`src/rtl/pld_pkg.sv`:
```
package pld_pkg;
  typedef enum logic {
    ST_HUNT = 1'b0,
    ST_LOCK = 1'b1
  } lock_st_e;

  function automatic int unsigned run_goal(input logic five,
                                           input int unsigned lo,
                                           input int unsigned hi);
    return five ? hi : lo;
  endfunction
endpackage

```
`src/rtl/pld_sync.sv`:
```
module pld_sync #(
  parameter int STAGES = 2
) (
  input  logic clk,
  input  logic rst,
  input  logic d,
  output logic q
);
  logic [STAGES-1:0] chain;

  generate
    for (genvar i = 0; i < STAGES; i++) begin : g_stage
      if (i == 0) begin : g_first
        always_ff @(posedge clk) begin
          if (rst) chain[0] <= 1'b1;
          else     chain[0] <= d;
        end
      end else begin : g_next
        always_ff @(posedge clk) begin
          if (rst) chain[i] <= 1'b1;
          else     chain[i] <= chain[i-1];
        end
      end
    end
  endgenerate

  assign q = chain[STAGES-1];
endmodule

```
`src/rtl/pld_meter.sv`:
```
module pld_meter #(
  parameter int W = 8
) (
  input  logic         clk,
  input  logic         rst,
  input  logic         lvl,
  input  logic         cyc_tick,
  output logic         meas_vld,
  output logic [W-1:0] meas_w
);
  localparam logic [W-1:0] CNT_MAX = {W{1'b1}};
  localparam logic [W-1:0] CNT_ONE = {{(W-1){1'b0}}, 1'b1};

  logic         prev;
  logic         seen;
  logic [W-1:0] cnt;
  logic         done;
  logic         zero_ev;

  // rising edge of the synchronized level closes a pulse
  assign done    = lvl && !prev;
  assign zero_ev = cyc_tick && !seen && lvl && prev;

  always_ff @(posedge clk) begin
    if (rst) begin
      prev     <= 1'b1;
      seen     <= 1'b0;
      cnt      <= '0;
      meas_vld <= 1'b0;
      meas_w   <= '0;
    end else begin
      prev <= lvl;
      if (!lvl) begin
        if (prev)               cnt <= CNT_ONE;
        else if (cnt != CNT_MAX) cnt <= cnt + CNT_ONE;
      end
      meas_vld <= done || zero_ev;
      meas_w   <= done ? cnt : '0;
      if (cyc_tick)  seen <= 1'b0;
      else if (done) seen <= 1'b1;
    end
  end

  AST_STROBE_ON_RISE: assert property (@(posedge clk) disable iff (rst)
    $rose(lvl) |=> meas_vld);
  AST_WIDTH_NONZERO: assert property (@(posedge clk) disable iff (rst)
    $rose(lvl) |=> (meas_w != '0));
  AST_IDLE_TICK_ZERO: assert property (@(posedge clk) disable iff (rst)
    (cyc_tick && !seen && lvl && prev) |=> (meas_vld && meas_w == '0));
endmodule

```
`src/rtl/pld_lock_fsm.sv`:
```
module pld_lock_fsm
  import pld_pkg::*;
#(
  parameter int W       = 8,
  parameter int RUN_LO  = 3,
  parameter int RUN_HI  = 5
) (
  input  logic         clk,
  input  logic         rst,
  input  logic         ev_vld,
  input  logic [W-1:0] ev_w,
  input  logic [W-1:0] win,
  input  logic [W-1:0] loss,
  input  logic         need_five,
  output logic         locked
);
  localparam int CW = $clog2(RUN_HI + 1);

  lock_st_e      st;
  logic [CW-1:0] run;
  logic [CW-1:0] goal;
  logic          in_win;
  logic          beyond;

  assign goal   = CW'(run_goal(need_five, RUN_LO, RUN_HI));
  assign in_win = (ev_w <= win);
  assign beyond = (ev_w > loss);

  always_ff @(posedge clk) begin
    if (rst) begin
      st  <= ST_HUNT;
      run <= '0;
    end else if (ev_vld) begin
      case (st)
        ST_HUNT: begin
          if (!in_win) begin
            run <= '0;
          end else if (run + CW'(1) >= goal) begin
            st  <= ST_LOCK;
            run <= '0;
          end else begin
            run <= run + CW'(1);
          end
        end
        default: begin
          if (beyond) begin
            st  <= ST_HUNT;
            run <= '0;
          end
        end
      endcase
    end
  end

  assign locked = (st == ST_LOCK);

  AST_ENTRY_IN_WINDOW: assert property (@(posedge clk) disable iff (rst)
    $rose(locked) |-> $past(ev_vld && (ev_w <= win)));
  AST_RUN_BOUNDED: assert property (@(posedge clk) disable iff (rst)
    run < CW'(RUN_HI));
  AST_MISS_CLEARS: assert property (@(posedge clk) disable iff (rst)
    (!locked && ev_vld && ev_w > win) |=> (run == '0 && !locked));
  AST_LOSS_DROPS: assert property (@(posedge clk) disable iff (rst)
    (locked && ev_vld && ev_w > loss) |=> !locked);
  AST_HOLD_BELOW_LOSS: assert property (@(posedge clk) disable iff (rst)
    (locked && !(ev_vld && ev_w > loss)) |=> locked);
endmodule

```
`src/rtl/pll_lock_detect.sv`:
```
module pll_lock_detect #(
  parameter int W           = 8,
  parameter int SYNC_STAGES = 2,
  parameter int RUN_LO      = 3,
  parameter int RUN_HI      = 5
) (
  input  logic         clk,
  input  logic         rst,
  input  logic         err_n,
  input  logic         cyc_tick,
  input  logic         need_five,
  input  logic [W-1:0] win_ticks,
  input  logic [W-1:0] loss_ticks,
  output logic         locked
);
  logic         lvl;
  logic         meas_vld;
  logic [W-1:0] meas_w;

  pld_sync #(.STAGES(SYNC_STAGES)) sync_i (
    .clk (clk),
    .rst (rst),
    .d   (err_n),
    .q   (lvl)
  );

  pld_meter #(.W(W)) meter_i (
    .clk      (clk),
    .rst      (rst),
    .lvl      (lvl),
    .cyc_tick (cyc_tick),
    .meas_vld (meas_vld),
    .meas_w   (meas_w)
  );

  pld_lock_fsm #(.W(W), .RUN_LO(RUN_LO), .RUN_HI(RUN_HI)) fsm_i (
    .clk       (clk),
    .rst       (rst),
    .ev_vld    (meas_vld),
    .ev_w      (meas_w),
    .win       (win_ticks),
    .loss      (loss_ticks),
    .need_five (need_five),
    .locked    (locked)
  );

  AST_RESET_CLEARS: assert property (@(posedge clk)
    rst |=> !locked);
endmodule

```
`config.mk`:
```
export PLATFORM = sky130hd
export DESIGN_NAME = pll_lock_detect
export DESIGN_NICKNAME = d
export VERILOG_FILES = /design/src/rtl/pld_pkg.sv /design/src/rtl/pld_sync.sv /design/src/rtl/pld_meter.sv /design/src/rtl/pld_lock_fsm.sv /design/src/rtl/pll_lock_detect.sv
export SDC_FILE = /design/constraint.sdc
export NUM_CORES = 1
export LEC_CHECK = 0
export ABC_AREA = 1
export BUFFER_PORTS_ARGS = -buffer_cell sky130_fd_sc_hd__buf_4
export CELL_PAD_IN_SITES_DETAIL_PLACEMENT = 2
export CELL_PAD_IN_SITES_GLOBAL_PLACEMENT = 2
export CORE_MARGIN = 2
export CORE_UTILIZATION = 34
export DETAILED_ROUTE_END_ITERATION = 7
export GPL_ROUTABILITY_DRIVEN = 0
export HOLD_SLACK_MARGIN = 0.12
export PLACE_DENSITY = 0.81
export REMOVE_ABC_BUFFERS = 1
export SYNTH_ARGS = -nofsm -noshare
export SYNTH_HDL_FRONTEND = slang
export SYNTH_SLANG_ARGS = --single-unit
```
`constraint.sdc`:
```
create_clock -name clk -period 3.64 [get_ports clk]
set_clock_uncertainty 0.2 [all_clocks]
set_input_delay 0.728 -clock clk [delete_from_list [all_inputs] [get_ports clk]]
set_output_delay 0.728 -clock clk [all_outputs]
set_load 0.05 [all_outputs]
```
==> results.sh <==
export IMPL_status="complete, no violations"
export IMPL_timing_critical_path_to_type="flop"
export IMPL_syn_to_final_growth_pct=17.5
export IMPL_clockBufferDepth=2
export IMPL_setup_violations=0
export IMPL_final_util_pct=41.0
export IMPL_route_final_wire_length_mm=3.76
export IMPL_power_per_cell_area_nw_per_um2=305
export IMPL_cap_violations=0
export IMPL_top_ff_cell_synth="sky130_fd_sc_hd__dfxtp_1"
export IMPL_worst_path_max_fanout=4
export IMPL_initial_core_util_pct=34.9
export IMPL_cts_num_sinks=25
export IMPL_holdPathEnd="sync_i.q$_SDFF_PP1_"
export IMPL_min_from="sync_i.chain[0]$_SDFF_PP1_"
export IMPL_cts_buffers_inserted=3
export IMPL_drt_wirelength_per_cell_um=12.9
export IMPL_grt_first_pass_wirelength_mm=6.53
export IMPL_synth_cell_types=24
export IMPL_route_detailed_vias_per_inst=4.82
export IMPL_post_synthesis_sequential_element_count=25
export IMPL_hold_violations=0
export IMPL_placementRows=24
export IMPL_detail_route_drc_violations=0
export IMPL_synth_cells=215
export IMPL_holdWs_ps=221
export IMPL_timing_max_slew_rel_slack_pct=72.0
export IMPL_clock_tree_root_cell="sky130_fd_sc_hd__clkbuf_8"
export IMPL_power_ir_vdd_worst_v=0.000186
export IMPL_die_y_extent_um=70.6
export IMPL_critical_path_class="input port to flop"
export IMPL_ios=22
export IMPL_period_needed_ps=2060
export IMPL_average_size_of_a_mapped_cell_um2=7.02
export IMPL_hold_depth=1
export IMPL_nNetsFinal=281
export IMPL_netlist_top_cell_by_area="sky130_fd_sc_hd__dfxtp_1"
export IMPL_total_routing_resource_utilization_after_global_routing_pct=16.4
export IMPL_p_leak_uw=0.000955
export IMPL_synth_top_area_share_pct=33.1
export IMPL_cts_hold_buffers=0
export IMPL_reg2reg_depth=10
export IMPL_fin_ws_ps=1580
export IMPL_pre_cts_ws_ps=1270
export IMPL_dpl_hpwl_mm=3.15
export IMPL_async_reset_ff_share_pct=0
export IMPL_period_share_pct=56.7
export IMPL_drt_pass1_iterations=3
export IMPL_cts_resized=0
export IMPL_detail_route_iter0_violations=8
export IMPL_synth_yosys_warnings=0
export IMPL_number_of_enable_type_register_cells_in_the_synthesized_netlist=0
export IMPL_tightestPinTransition_ps=415
export IMPL_required_time_worst_endpoint_ps=3610
export IMPL_seq_area_frac_synth_pct=33.1
export IMPL_number_of_levels_the_h_tree_was_split_into=1
export IMPL_post_route_setup_tns_ps=0
export IMPL_antenna_violating_nets_post_route=0
export IMPL_reg2reg_slack_ps=1710
export IMPL_die_x_um=70.6
export IMPL_synthesis_area_um2=1510
export IMPL_timing_fmax_mhz=485
export IMPL_timing_hold_worst_class="flop to flop"
export IMPL_detailroute_via_count=1404
export IMPL_gr_total_overflow=0
export IMPL_cp_data_arrival_time_ps=2040
export IMPL_clock_latency_of_the_later_clocked_register_in_the_worst_skew_pair_ps=270
export IMPL_cp_start_kind="input port"
export IMPL_antenna_found_initial=0
export IMPL_worst_setup_hold_path_clk_slew_ps=90
export IMPL_rr_endpoint="fsm_i.run[1]$_SDFFE_PP0P_"
export IMPL_placeableCoreArea_um2=4320
export IMPL_number_of_inserted_diodes=0
export IMPL_die_area_um2=4990
export IMPL_post_cts_buffers=0
export IMPL_layout_cells_most_common="sky130_fd_sc_hd__nand2_1"
export IMPL_mostFrequentLayoutCells="sky130_fd_sc_hd__nand2_1 (50), sky130_fd_sc_hd__inv_1 (38), sky130_fd_sc_hd__nor2_1 (31)"
export IMPL_clock_tree_from_tritoncts="done"
export IMPL_portBuffers=21
export IMPL_number_of_global_route_vias_before_repair=1455
export IMPL_grt_start_max_net_pins=14
export IMPL_layout_drive_gt1_share_pct=15.5
export IMPL_worstReg2RegStart="fsm_i.run[1]$_SDFFE_PP0P_"
export IMPL_slew_viol_final=0
export IMPL_most_area_consuming_cells_after_synthesis="sky130_fd_sc_hd__dfxtp_1 (33%), sky130_fd_sc_hd__ha_1 (17%), sky130_fd_sc_hd__nand2_1 (12%)"
export IMPL_unrepaired_setup_endpoints_after_global_routing="false"
per-stage QoR:
step,area (um^2),cells,total power [uW]
CTS,1770,291,550
global route,1770,291,573
floorplan,1510,214,346
detailed placement,1730,287,383
finish,1770,291,541
global placement,1730,287,378
layout make-up:
class	count	area, um^2
Clock buffer	4	45.0
Fill cell	560	2550
Inverter	42	160
Multi-Input combinational cell	147	846
Sequential cell	25	500
Tap cell	52	65.1
Timing Repair Buffer	21	158
critical path, cell delays in order:
cell,delay (ps)
sky130_fd_sc_hd__buf_4,80
sky130_fd_sc_hd__inv_1,40
sky130_fd_sc_hd__ha_1,320
sky130_fd_sc_hd__a21oi_1,190
sky130_fd_sc_hd__nand2_1,80
sky130_fd_sc_hd__nand2_1,60
sky130_fd_sc_hd__nand2_1,50
sky130_fd_sc_hd__nand2_1,60
sky130_fd_sc_hd__nand2_1,100
sky130_fd_sc_hd__nand2_1,150
sky130_fd_sc_hd__nand2_1,70
sky130_fd_sc_hd__nand2_1,60
sky130_fd_sc_hd__nor2_1,40
power breakdown:
part	internal [uW]	switching (uW)	total, uW
clock network	78.4	88.4	167
registers	280	5.29	285
logic	38.6	50.4	89.0
total	397	144	541
routing by layer:
metal  track usage [%]  vias up  wire length (um)
met2              29.7       21              1900
met5                 0        -                 0
met3              1.71        7               105
met1              20.0      660              1680
met4              5.87        0                70
li1                  -      716                 -
worst max-delay path by stage:
stage	endpoint	slack, ps	startpoint	cells past startpoint
after floorplan	fsm_i.run[0]$_SDFFE_PP0P_	1590	loss_ticks[7]	11
after global placement	fsm_i.run[2]$_SDFFE_PP0P_	1380	loss_ticks[5]	13
after detailed placement	fsm_i.run[2]$_SDFFE_PP0P_	1270	loss_ticks[3]	13
after CTS	fsm_i.run[2]$_SDFFE_PP0P_	1560	loss_ticks[3]	13
after global routing	fsm_i.run[0]$_SDFFE_PP0P_	1360	loss_ticks[7]	13
final	fsm_i.run[0]$_SDFFE_PP0P_	1580	loss_ticks[3]	13
flip-flops by register name, indices dropped and copies added, names as in the netlist:
register and cells:
fsm_i.run 3, fsm_i.locked 1, meter_i.cnt 8, sync_i.chain 1, sync_i.q 1, meter_i.seen 1
meter_i.prev 1, meter_i.meas_vld 1, meter_i.meas_w 8
synth_stat cells (2+ instances only):
cell / count
sky130_fd_sc_hd__nand2_4: 2
sky130_fd_sc_hd__xor2_1: 3
sky130_fd_sc_hd__nand2_1: 50
sky130_fd_sc_hd__nand4_1: 4
sky130_fd_sc_hd__a21o_1: 2
sky130_fd_sc_hd__nor2_1: 31
sky130_fd_sc_hd__ha_1: 20
sky130_fd_sc_hd__inv_1: 38
sky130_fd_sc_hd__dfxtp_1: 25
sky130_fd_sc_hd__inv_2: 3
sky130_fd_sc_hd__a21oi_1: 13
sky130_fd_sc_hd__or2_2: 2
sky130_fd_sc_hd__o21ai_0: 3
sky130_fd_sc_hd__nand3_1: 9
cell families after synthesis:
logic type	synth area share [%]
xor gates and xnor gates	1.74
AOI/OAI and AO/OA	7.21
and+or+nand+nor	30.5
DFF	33.1
buffers and inverters	10.9
adders and majority gates	16.6
(Power assumes the default switching activity.)
